==> src/rtl/pmc_pkg.sv <==
`timescale 1ns/1ps
package pmc_pkg;

   // Sequencer phases. Entry walks DOWNSHIFT -> ISOLATE -> MULTI,
   // exit walks QUIESCE -> REPOWER -> RESTORE -> SINGLE.
   typedef enum logic [2:0] {
      PH_SINGLE    = 3'd0,
      PH_DOWNSHIFT = 3'd1,
      PH_ISOLATE   = 3'd2,
      PH_MULTI     = 3'd3,
      PH_QUIESCE   = 3'd4,
      PH_REPOWER   = 3'd5,
      PH_RESTORE   = 3'd6
   } pmc_phase_e;

   // Supply pins are closed in every phase except the isolated ones.
   function automatic logic phase_isolated(input pmc_phase_e ph);
      return (ph == PH_ISOLATE) || (ph == PH_MULTI) || (ph == PH_QUIESCE);
   endfunction

   function automatic logic phase_stable(input pmc_phase_e ph);
      return (ph == PH_SINGLE) || (ph == PH_MULTI);
   endfunction

endpackage

==> src/rtl/pmc_settle_timer.sv <==
`timescale 1ns/1ps
module pmc_settle_timer #(
   parameter int SETTLE_CYCLES = 4000
) (
   input  logic clk,
   input  logic rst_n,
   input  logic run,
   output logic done
);
   localparam int CW = (SETTLE_CYCLES > 2) ? $clog2(SETTLE_CYCLES) : 1;
   localparam logic [CW-1:0] LAST = CW'(SETTLE_CYCLES - 1);

   logic [CW-1:0] cnt;

   // Counter restarts from zero whenever the wait phase is not active,
   // so each wait phase lasts exactly SETTLE_CYCLES cycles.
   always_ff @(posedge clk) begin
      if (!rst_n || !run) begin
         cnt <= '0;
      end else if (cnt != LAST) begin
         cnt <= cnt + 1'b1;
      end
   end

   assign done = run && (cnt == LAST);

endmodule

==> src/rtl/pmc_seq.sv <==
`timescale 1ns/1ps
module pmc_seq
   import pmc_pkg::*;
#(
   parameter int MAX_EXTRA = 3,
   parameter int EW        = 2
) (
   input  logic          clk,
   input  logic          rst_n,
   input  logic [EW-1:0] want_extra,
   input  logic          settle_done,
   output pmc_phase_e    phase,
   output logic [EW-1:0] applied_extra,
   output logic [EW-1:0] op_level,
   output logic          timer_run
);

   always_ff @(posedge clk) begin
      if (!rst_n) begin
         phase         <= PH_SINGLE;
         applied_extra <= '0;
         op_level      <= '0;
      end else begin
         unique case (phase)
            PH_SINGLE: begin
               if (want_extra != '0) begin
                  // Lower the operating point before anything else.
                  phase         <= PH_DOWNSHIFT;
                  applied_extra <= want_extra;
                  op_level      <= want_extra;
               end
            end
            PH_DOWNSHIFT: if (settle_done) phase <= PH_ISOLATE;
            PH_ISOLATE:   phase <= PH_MULTI;
            PH_MULTI: begin
               if (want_extra != applied_extra) phase <= PH_QUIESCE;
            end
            PH_QUIESCE:   phase <= PH_REPOWER;
            PH_REPOWER: begin
               phase    <= PH_RESTORE;
               op_level <= '0;
            end
            PH_RESTORE: begin
               if (settle_done) begin
                  phase         <= PH_SINGLE;
                  applied_extra <= '0;
               end
            end
            default: begin
               phase         <= PH_SINGLE;
               applied_extra <= '0;
               op_level      <= '0;
            end
         endcase
      end
   end

   assign timer_run = (phase == PH_DOWNSHIFT) || (phase == PH_RESTORE);

endmodule

==> src/rtl/pmc_lane.sv <==
`timescale 1ns/1ps
module pmc_lane #(
   parameter int EW       = 2,
   parameter int LANE_IDX = 0
) (
   input  logic [EW-1:0] applied_extra,
   input  logic          isolated,
   input  logic          live,
   input  logic          dir_write,
   output logic          pwr_sw_en,
   output logic          dq_rd_en,
   output logic          dq_wr_en,
   output logic          cmd_drv_en,
   output logic          sel_shared,
   output logic          sel_private
);
   localparam logic [EW-1:0] IDX = EW'(LANE_IDX);

   logic borrowed;
   logic drive;

   assign borrowed    = (applied_extra > IDX);
   assign drive       = borrowed && live;

   assign pwr_sw_en   = !(borrowed && isolated);
   assign cmd_drv_en  = drive;
   assign dq_rd_en    = drive && !dir_write;
   assign dq_wr_en    = drive &&  dir_write;
   assign sel_private = borrowed && isolated;
   assign sel_shared  = !sel_private;

endmodule

==> src/rtl/pin_mode_ctrl.sv <==
`timescale 1ns/1ps
module pin_mode_ctrl
   import pmc_pkg::*;
#(
   parameter int MAX_EXTRA     = 3,
   parameter int SETTLE_CYCLES = 4000,
   parameter int EW            = $clog2(MAX_EXTRA + 1)
) (
   input  logic                 clk,
   input  logic                 rst_n,
   input  logic                 req_multi,
   input  logic [EW-1:0]        req_extra,
   input  logic                 dir_write,
   output logic [MAX_EXTRA-1:0] pwr_sw_en,
   output logic [MAX_EXTRA-1:0] dq_rd_en,
   output logic [MAX_EXTRA-1:0] dq_wr_en,
   output logic [MAX_EXTRA-1:0] cmd_drv_en,
   output logic [MAX_EXTRA-1:0] sel_shared,
   output logic [MAX_EXTRA-1:0] sel_private,
   output logic [EW-1:0]        op_level,
   output logic                 mode_ready
);
   localparam logic [EW-1:0] CAP = EW'(MAX_EXTRA);

   if (MAX_EXTRA < 1) begin : g_bad_extra
      $error("MAX_EXTRA must be at least 1");
   end
   if (SETTLE_CYCLES < 2) begin : g_bad_settle
      $error("SETTLE_CYCLES must be at least 2");
   end
   if (EW < $clog2(MAX_EXTRA + 1)) begin : g_bad_ew
      $error("EW too narrow for MAX_EXTRA");
   end

   pmc_phase_e    phase;
   logic [EW-1:0] want_extra;
   logic [EW-1:0] applied_extra;
   logic          timer_run;
   logic          settle_done;
   logic          isolated;
   logic          live;

   // Effective request: single-bus unless multi is asked with a nonzero count,
   // counts above the borrowable limit saturate.
   always_comb begin
      if (!req_multi)            want_extra = '0;
      else if (req_extra > CAP)  want_extra = CAP;
      else                       want_extra = req_extra;
   end

   pmc_seq #(
      .MAX_EXTRA (MAX_EXTRA),
      .EW        (EW)
   ) u_seq (
      .clk           (clk),
      .rst_n         (rst_n),
      .want_extra    (want_extra),
      .settle_done   (settle_done),
      .phase         (phase),
      .applied_extra (applied_extra),
      .op_level      (op_level),
      .timer_run     (timer_run)
   );

   pmc_settle_timer #(
      .SETTLE_CYCLES (SETTLE_CYCLES)
   ) u_timer (
      .clk   (clk),
      .rst_n (rst_n),
      .run   (timer_run),
      .done  (settle_done)
   );

   assign isolated   = phase_isolated(phase);
   assign live       = (phase == PH_MULTI);
   assign mode_ready = phase_stable(phase);

   for (genvar i = 0; i < MAX_EXTRA; i++) begin : g_lane
      pmc_lane #(
         .EW       (EW),
         .LANE_IDX (i)
      ) u_lane (
         .applied_extra (applied_extra),
         .isolated      (isolated),
         .live          (live),
         .dir_write     (dir_write),
         .pwr_sw_en     (pwr_sw_en[i]),
         .dq_rd_en      (dq_rd_en[i]),
         .dq_wr_en      (dq_wr_en[i]),
         .cmd_drv_en    (cmd_drv_en[i]),
         .sel_shared    (sel_shared[i]),
         .sel_private   (sel_private[i])
      );
   end

endmodule

==> config.mk <==
export PLATFORM = sky130hd
export DESIGN_NAME = pin_mode_ctrl
export DESIGN_NICKNAME = d
export VERILOG_FILES = /design/src/rtl/pmc_pkg.sv /design/src/rtl/pmc_settle_timer.sv /design/src/rtl/pmc_seq.sv /design/src/rtl/pmc_lane.sv /design/src/rtl/pin_mode_ctrl.sv
export SDC_FILE = /design/constraint.sdc
export NUM_CORES = 1
export LEC_CHECK = 0
export ABC_AREA = 1
export BUFFER_PORTS_ARGS = -buffer_cell sky130_fd_sc_hd__buf_2
export CORE_MARGIN = 10
export CORE_UTILIZATION = 40
export DETAILED_ROUTE_END_ITERATION = 8
export PLACE_DENSITY = 0.72
export SYNTH_ARGS = -nofsm -noshare
export SYNTH_HDL_FRONTEND = slang
export SYNTH_SLANG_ARGS = --single-unit
==> constraint.sdc <==
create_clock -name clk -period 3.4 [get_ports clk]
set_input_delay 0.34 -clock clk [delete_from_list [all_inputs] [get_ports clk]]
set_output_delay 0.34 -clock clk [all_outputs]
set_load 0.05 [all_outputs]
==> summary.md, run 1 <==
| Metric | Value |
|---|---|
| Status | `complete, no violations` |
| Clock skew | `0.004000 ns` |
| Synth Area in Simple Gates | `33.98%` |
| Gp weighted congestion | `0.8671` |
| Total Die Area | `0.005680 sq mm` |
| Post-CTS setup buffers | `0` |
| Critical path arrival | `about 1.7 ns` |
| Ys async rst share | `0%` |
| Worst Setup SP | `u_seq.phase[2]$_SDFFE_PN0P_` |
| Total of max-cap violations | `0` |
| RSZ-0062 raised after global routing | `no` |
| Worst Path Max Fanout | `6` |
| DP Wirelength | `1.992 mm` |
| Worst vdd ir | `roughly 0.00023 V` |
| Largest family of logic cells by synthesized area | `simple AND/OR/NAND/NOR gates` |
| Reg-to-Reg Start | `u_timer.cnt[0]$_SDFFE_PP0P_` |
| Vias | `1116` |
| Mux cell area share after synthesis | `0%` |
| Initial DRC Count | `113` |
| Final core occ | `42.96%` |
| Req. time, crit path | `3.06 ns` |
| Hold Crit Class | `in -> reg` |
| Max Root-Sink Buffers | `2` |
| Skew-Pair Late Insertion Delay | `0.31 ns` |
| Worst-case reg-to-reg path depth | `9` |
| CP endpoint kind | `primary output` |
| Width of the chip | `75.37 um` |
| Synth-to-layout area growth | `5.204%` |
| Register area share after synthesis | `31.02%` |
| Worst Setup EP | `dq_rd_en[2]` |
| Vias in the first global route | `940` |
| Tot Pwr | `between 0.8 and 0.9 mW` |
| Fin nets | `207` |
| R2r endpoint | `u_seq.applied_extra[0]$_SDFFE_PN0P_` |
| Final ANT Viol Nets | `0` |
| Worst-path clk slew | `0.11 ns` |
| Sink Count | `19` |
| Top cell type's share of synthesized area | `31.02%` |
| Max-slew violations | `0` |
| FF+latch count, synth | `19` |
| CTS HTree Levels | `1` |
| CTS tree | `built` |
| Die Y | `75.37 um` |
| DR pass1 iterations | `4` |
| Remaining DRCs | `0` |
| Critical Path Start Type | `flip-flop` |
| Final wirelength | `~2.5 mm` |
| Syn nets | `194` |
| Synth Area in Compound Gates | `between 10% and 20%` |
| Synth top cells by count | `34 x nor2_1, 30 x nand2_1, 25 x inv_1` |
| CTS Hold Bufs | `0` |
| Core area | `0.003003 sq mm` |
| Post-CTS sizing | `0` |
| Synth area leader | `dfxtp_1` |
| Power Density | `approximately 630 mW/mm^2` |
| Post-synthesis adder-cell area fraction | `1.020%` |
| Cells after synthesis | `187` |
| Total gr overflow | `0` |
| Netlist Area Pre-Place | `0.001226 sq mm` |
| Min Hold Slack | `0.2695 ns` |
| Category of the most critical setup path | `reg -> out` |
| Drt via density | `just under 5` |
| Detailed-route wire length per cell | `10.60 um` |
| Reg2reg setup slack | `1.87 ns` |
| Static Leak | `around 0.57 nW` |
| First-pass GRT wire length | `3.912 mm` |
| Endpoints failing setup | `0` |
| Highest clock rate | `0.4853 GHz` |
| Layout cell share with drive strength beyond 1 | `a little over a fifth` |
| Global-route usage over all layers | `under 10%` |
| Synthesized area per cell | `6.557 sq um` |
| Max-slew headroom | `about four fifths` |
| Synth Warn # | `0` |
| Yosys cell types | `22` |
| Root Buffer | `clkbuf_4` |
| Count leader, synth | `nor2_1` |
| Top post-synthesis cells by area | `dfxtp_1 31%, buf_4 11%, nor2_1 10%, nand2_1 9.2%, inv_1 7.7%` |
| Initial Util | `between 40% and 50%` |
| Most used flip-flop cell after synthesis | `dfxtp_1` |
| Number of placement rows | `20` |
| CTS Buf Count | `3` |
| N_diodes | `0` |
| Final hold vios | `0` |
| I/O pin total | `27` |
| Actual slew at the worst max-slew pin | `~0.31 ns` |
| Period minus WS final | `2.060 ns` |
| Xor/xnor share of the synthesized area | `1.429%` |
| Number of flops mapped to enable cells by yosys | `0` |
| Initial antenna violation count | `0` |
| Period utilization | `60.60%` |
| Setup total negative slack | `0 ns` |
| Port Buffers | `26` |
| Pin count of the biggest net entering global routing | `12` |
[where the power goes]
part	internal, mW	switching, mW
registers	0.252	0.0297
logic	0.101	0.315
clock network	0.0440	0.0743
total	0.397	0.419
[flip-flops by register name, indices dropped and copies added, names as in the netlist]
signal and cells:
u_seq.applied_extra 2, u_seq.op_level 2, u_timer.cnt 12, u_seq.phase 3
[how the worst min path moves through the flow]
stage	cells after the start	startpoint	endpoint
after global placement	2	u_timer.cnt[11]$_SDFFE_PP0P_	u_timer.cnt[11]$_SDFFE_PP0P_
after CTS	3	rst_n	u_seq.applied_extra[1]$_SDFFE_PN0P_
after detailed placement	2	u_timer.cnt[11]$_SDFFE_PP0P_	u_timer.cnt[11]$_SDFFE_PP0P_
final	3	rst_n	u_seq.applied_extra[1]$_SDFFE_PN0P_
after global routing	3	rst_n	u_seq.applied_extra[0]$_SDFFE_PN0P_
after floorplan	1	u_timer.cnt[2]$_SDFFE_PP0P_	u_timer.cnt[2]$_SDFFE_PP0P_
[metal layers]
| layer | up-vias | part of all wire, % | track usage, % |
|---|---|---|---|
| met5 | - | 0 | 0 |
| met4 | 0 | 2.4 | 5.361 |
| met3 | 5 | 7.5 | 1.823 |
| met2 | 31 | 42 | 12.65 |
| met1 | 477 | 49 | 11.27 |
| li1 | 603 | - | - |
[worst max-delay path, cell delays in order, from the launching register on]
cell	delay (ns)
dfxtp_1	0.36
inv_1	0.18
nand3_1	0.19
nor2_1	0.15
inv_1	0.10
nor3_1	0.14
buf_2	0.29
[cell type report]
cell class	count	area [sq um]
fill	321	1713
multi-input combinational	122	605.6
sequential	19	380.4
timing repair buffer	26	130.1
inverter	28	105.1
tap	33	41.29
clock buffer	3	22.52
clock inverter	1	5.005
[cell usage in the layout (no fill, tap or decap)]
cell	Yosys	layout
o21ai_0	11	11
a31oi_1	3	3
nor4_1	2	2
nor2_4	2	2
nand2_1	30	30
clkbuf_4	0	3
nand3_1	10	10
a21oi_2	2	2
nand4_1	2	2
nor2_1	34	34
nor3_1	4	4
dfxtp_1	19	19
nand3_4	1	1
xor2_1	2	2
o21a_1	1	1
nor3_4	1	1
nand2_2	2	2
clkinv_2	0	1
a21oi_1	12	12
inv_1	25	25
inv_2	3	3
buf_2	0	26
nor2_2	2	2
ha_1	1	1
[logic make-up after synthesis]
family	after synthesis
flip-flops	19
AND/OR/NAND/NOR	90
AO/OA/AOI/OAI	29
XOR/XNOR	2
buffers and inverters	46
adder cells (fa/ha/maj)	1
[through the flow]
step                      std cells  setup slack (ns)  area (sq um)
final                           232             1.340          1290
after global routing            232             1.104          1290
after CTS                       232             1.322          1290
after detailed placement        228             1.690          1262
after global placement          228             1.761          1262
after floorplan                 187             1.868          1226
Power figures use the tool's default switching activity.
==> run 2: changes to the inputs <==
--- a/config.mk
+++ b/config.mk
@@ -5,12 +5,12 @@
 export SDC_FILE = /design/constraint.sdc
 export NUM_CORES = 1
 export LEC_CHECK = 0
-export ABC_AREA = 1
+export ABC_AREA = 0
 export BUFFER_PORTS_ARGS = -buffer_cell sky130_fd_sc_hd__buf_2
 export CORE_MARGIN = 10
 export CORE_UTILIZATION = 40
 export DETAILED_ROUTE_END_ITERATION = 8
-export PLACE_DENSITY = 0.72
+export PLACE_DENSITY = 0.74
 export SYNTH_ARGS = -nofsm -noshare
 export SYNTH_HDL_FRONTEND = slang
 export SYNTH_SLANG_ARGS = --single-unit
==> constraint.sdc (replaced) <==
create_clock -name clk -period 1.65 [get_ports clk]
set_input_delay 0.165 -clock clk [delete_from_list [all_inputs] [get_ports clk]]
set_output_delay 0.165 -clock clk [all_outputs]
set_load 0.05 [all_outputs]
==> run 2 against run 1 <==
Effect of this change: the flow now finishes with violations (setup timing); first-iteration DRC count fell by 73%; total power rose by 0.26%; non-clock buffer count rose by 10; via count fell by 3.6%; design area rose by 13%; clock skew barely moved; clock power rose by 98%; final cell count fell by 15%; global-route usage rose by 1.2 points; largest power group is now sequential cells.
==> summary.md, run 2 <==
| Metric | Value |
|---|---|
| Synth Warn # | `0 (unchanged)` |
| Setup total negative slack | `-0.02153 ns (-0.02153 ns)` |
| M1 WL | `1.171 mm (-1.9%)` |
| Total Die Area | `0.005659 sq mm (-0.37%)` |
| Hold Crit Class | `in -> reg` |
| Top reg by flops | `u_timer.cnt` |
| Biggest regs | `u_timer.cnt: 12 flops, u_seq.phase: 3 flops` |
| Highest clock rate | `~0.6 GHz` |
| Initial DRC Count | `31 (-73%)` |
| Critical Path Start Type | `flip-flop` |
| Final ANT Viol Nets | `0 (unchanged)` |
| Static Leak | `0.5726 nW (+0.38%)` |
| Synth Area in Compound Gates | `15.49% (+2.5 points)` |
| Synth top cells by count | `19 x dfxtp_1, 18 x buf_4, 13 x nand2_1` |
| RSZ-0062 raised after global routing | `yes` |
| Largest register FFs | `12 (unchanged)` |
| Internal Pwr Total | `0.6062 mW (+53%)` |
| Seq pwr share | `58.6% (+24 points)` |
| Top cell type's share of synthesized area | `31.18% (+0.16 points)` |
| Vias | `1076 (-3.6%)` |
| Worst Slack Setup Final | `-0.01087 ns (-1.350 ns)` |
| I/O pin total | `27 (unchanged)` |
| Reg2reg setup slack | `0.04 ns (-1.83 ns)` |
| Status | `finished, violations left` |
| CTS tree | `built` |
| Port Buffers | `26 (unchanged)` |
| Synthesized area per cell | `8.079 sq um (+23%)` |
| R2r endpoint | `u_timer.cnt[5]$_SDFFE_PP0P_` |
| Yosys cell types | `43 (+95%)` |
| Sw Share | `25.97% (-25 points)` |
| Worst-path clk slew | `0.10 ns (about the same)` |
| Skew-Pair Late Insertion Delay | `0.30 ns (about the same)` |
| Critical-path cell list | `buf_6, nand2b_4, mux2i_4, and3_4, inv_4, buf_8` |
| Commonest non-fill, non-tap cell in the layout | `dfxtp_1` |
| DP Wirelength | `2.157 mm (+8.3%)` |
| Max layer used | `met4` |
| FF+latch count, synth | `19 (unchanged)` |
| Largest delay contributor family on the critical path | `flip-flops` |
| Combinational share of power | `12.9% (-38 points)` |
| Synth area leader | `dfxtp_1` |
| Drt via density | `5.462 (+14%)` |
| Worst vdd ir | `0.0003961 V (+73%)` |
| Detailed-route wire length per cell | `14.71 um (+39%)` |
| Period utilization | `100.7%` |
| Number of placement rows | `19 (-5.0%)` |
| Clock network power share | `28.5% (+14 points)` |
| Failing checks | `setup timing` |
| Actual slew at the worst max-slew pin | `0.3854 ns (+0.07469 ns)` |
| CTS Buf Count | `3 (unchanged)` |
| Post-DP Area | `0.001271 sq mm (+0.69%)` |
| Switching pwr | `0.2127 mW (-49%)` |
| Count leader, synth | `dfxtp_1` |
| Critical path arrival | `1.50 ns (-0.22 ns)` |
| Width of the chip | `75.23 um (-0.19%)` |
| Routed wl met2 | `1.450 mm (+42%)` |
| CP endpoint kind | `primary output` |
| Final Cell Area | `0.001458 sq mm (+13%)` |
| Synth Area in Simple Gates | `29.23% (-4.7 points)` |
| Clock skew | `0.003507 ns (-0.0004935 ns)` |
| Commonest non-fill, non-tap cells in the layout | `15 x dfxtp_1, 14 x buf_2, 12 x nand2_1, 12 x buf_4, 9 x nor2_1` |
| Top post-synthesis cells by area | `dfxtp_1 31%, buf_4 11%, nand2_1 4.0%, xnor2_1 3.6%, nand3_1 3.3%` |
| Max Root-Sink Buffers | `2 (unchanged)` |
| Req. time, crit path | `1.48 ns (-1.58 ns)` |
| Die Y | `75.23 um (-0.19%)` |
| Total of max-cap violations | `0 (unchanged)` |
| Remaining DRCs | `0 (unchanged)` |
| Netlist Area Pre-Place | `0.001220 sq mm (-0.51%)` |
| Syn nets | `158 (-19%)` |
| Final hold vios | `0 (unchanged)` |
| Period minus WS final | `1.661 ns` |
| Worst Path Max Fanout | `5 (-1)` |
| Most used flip-flop cell after synthesis | `dfxtp_1` |
| Global-route usage over all layers | `9.815% (+1.2 points)` |
| CP bufs+invs | `3 (unchanged)` |
| CP max stage cell | `dfxtp_4` |
| Gp weighted congestion | `0.8266 (-4.7%)` |
| Max stage delay on crit path | `0.37 ns (about the same)` |
| Mux cell area share after synthesis | `0.8205% (+0.82 points)` |
| Worst-case reg-to-reg path depth | `5 (-4)` |
| Initial antenna violation count | `0 (unchanged)` |
| Ys async rst share | `0% (unchanged)` |
| Endpoints failing setup | `2 (+2)` |
| Synth-to-layout area growth | `19.49%` |
| HP Start | `rst_n` |
| N_diodes | `0 (unchanged)` |
| Category of the most critical setup path | `reg -> out` |
| Max-slew violations | `0 (unchanged)` |
| Met3 wire length | `236 um (+28%)` |
| Xor/xnor share of the synthesized area | `6.462% (+5.0 points)` |
| Vias in the first global route | `1048 (+11%)` |
| DR pass1 iterations | `4 (unchanged)` |
| First-pass GRT wire length | `4.478 mm (+14%)` |
| Fin nets | `174 (-16%)` |
| Total gr overflow | `0 (unchanged)` |
| Max-slew headroom | `74.11% (-5.0 points)` |
| Initial Util | `43.12% (+2.3 points)` |
| Number of flops mapped to enable cells by yosys | `0 (unchanged)` |
| Reg-to-Reg Start | `u_timer.cnt[1]$_SDFFE_PP0P_` |
| Largest family of logic cells by synthesized area | `simple AND/OR/NAND/NOR gates` |
| Pin count of the biggest net entering global routing | `12 (unchanged)` |
| Final wirelength | `2.898 mm (+18%)` |
| Power Density | `561.8 mW/mm^2 (-11%)` |
| Hold endpoint | `u_seq.phase[0]$_SDFFE_PN0P_` |
| Root Buffer | `clkbuf_4` |
| Hold Path Depth | `3 (unchanged)` |
| Register area share after synthesis | `31.18% (+0.16 points)` |
| Sink Count | `19 (unchanged)` |
| Post-synthesis adder-cell area fraction | `1.026% (+0.0052 points)` |
| Core area | `0.002829 sq mm (-5.8%)` |
| CTS HTree Levels | `1 (unchanged)` |
| Cells after synthesis | `151 (-19%)` |
| Layout cell share with drive strength beyond 1 | `36.75% (+15 points)` |
-- run 2: layout make-up --
class / count / area [sq um]
sequential: 19 / 390.4
timing repair buffer: 36 / 280.3
clock buffer: 4 / 26.28
fill: 276 / 1371
multi-input combinational: 102 / 700.7
inverter: 5 / 21.27
tap: 31 / 38.79
-- run 2: metrics by stage --
step | hold slack (ns) | total power [mW] | utilization [%] | setup slack [ns] | cells
after global routing | 0.1770 | 0.8526 | 51.53 | -0.05189 | 197
after floorplan | 0.3396 | 0.5510 | - | 0.01190 | 151
after global placement | 0.4621 | 0.5800 | 44.94 | 0.09898 | 190
final | 0.1682 | 0.8189 | 51.53 | -0.01087 | 197
after detailed placement | 0.4750 | 0.5837 | 44.94 | 0.02848 | 190
after CTS | 0.1587 | 0.8229 | 49.58 | -0.02882 | 197
-- run 2: logic make-up after synthesis --
| kind of cell | Yosys count |
|---|---|
| fa+ha+maj | 1 |
| simple gates | 63 |
| mux | 1 |
| buf+inv | 30 |
| xor+xnor | 9 |
| flops | 19 |
| compound gates | 28 |
-- run 2: worst register-to-register path: stages (launching register included) --
cell and delay, ns:
dfxtp_1 0.35, ha_2 0.20, and4_4 0.22, and3_4 0.16, or4_1 0.46, a21oi_1 0.16
-- run 2: power groups by stage --
| stage | clock network, mW | registers [mW] | logic, mW |
|---|---|---|---|
| final | 0.234 | 0.480 | 0.106 |
| after global routing | 0.255 | 0.482 | 0.115 |
| after CTS | 0.240 | 0.480 | 0.103 |
| after detailed placement | 0 | 0.491 | 0.0931 |
| after global placement | 0 | 0.489 | 0.0908 |
| after floorplan | 0 | 0.495 | 0.0562 |
-- run 2: timing repair --
action,in CTS,in global routing
buffers inserted,3,0
pin swaps,1,1
resized for setup,29,18
endpoints found under the hold margin,0,0
setup endpoints to repair,19,20
hold buffers,0,0
-- run 2: worst max path at each step --
| stage | startpoint | slack [ns] | cells after the start | to |
|---|---|---|---|---|
| after floorplan | u_timer.cnt[0]$_SDFFE_PP0P_ | 0.01 | 6 | u_timer.cnt[5]$_SDFFE_PP0P_ |
| after global placement | u_timer.cnt[1]$_SDFFE_PP0P_ | 0.1 | 5 | u_timer.cnt[5]$_SDFFE_PP0P_ |
| after detailed placement | u_timer.cnt[1]$_SDFFE_PP0P_ | 0.03 | 5 | u_timer.cnt[2]$_SDFFE_PP0P_ |
| after CTS | u_seq.phase[0]$_SDFFE_PN0P_ | -0.03 | 6 | pwr_sw_en[2] |
| after global routing | u_seq.phase[0]$_SDFFE_PN0P_ | -0.05 | 6 | sel_private[0] |
| final | u_seq.phase[0]$_SDFFE_PN0P_ | -0.01 | 6 | pwr_sw_en[2] |
-- run 2: routing by layer --
layer / track usage (%) / vias up
met5: 0 / -
met4: 4.124 / 0
met3: 3.154 / 4
met2: 18.19 / 35
met1: 9.887 / 495
li1: - / 542
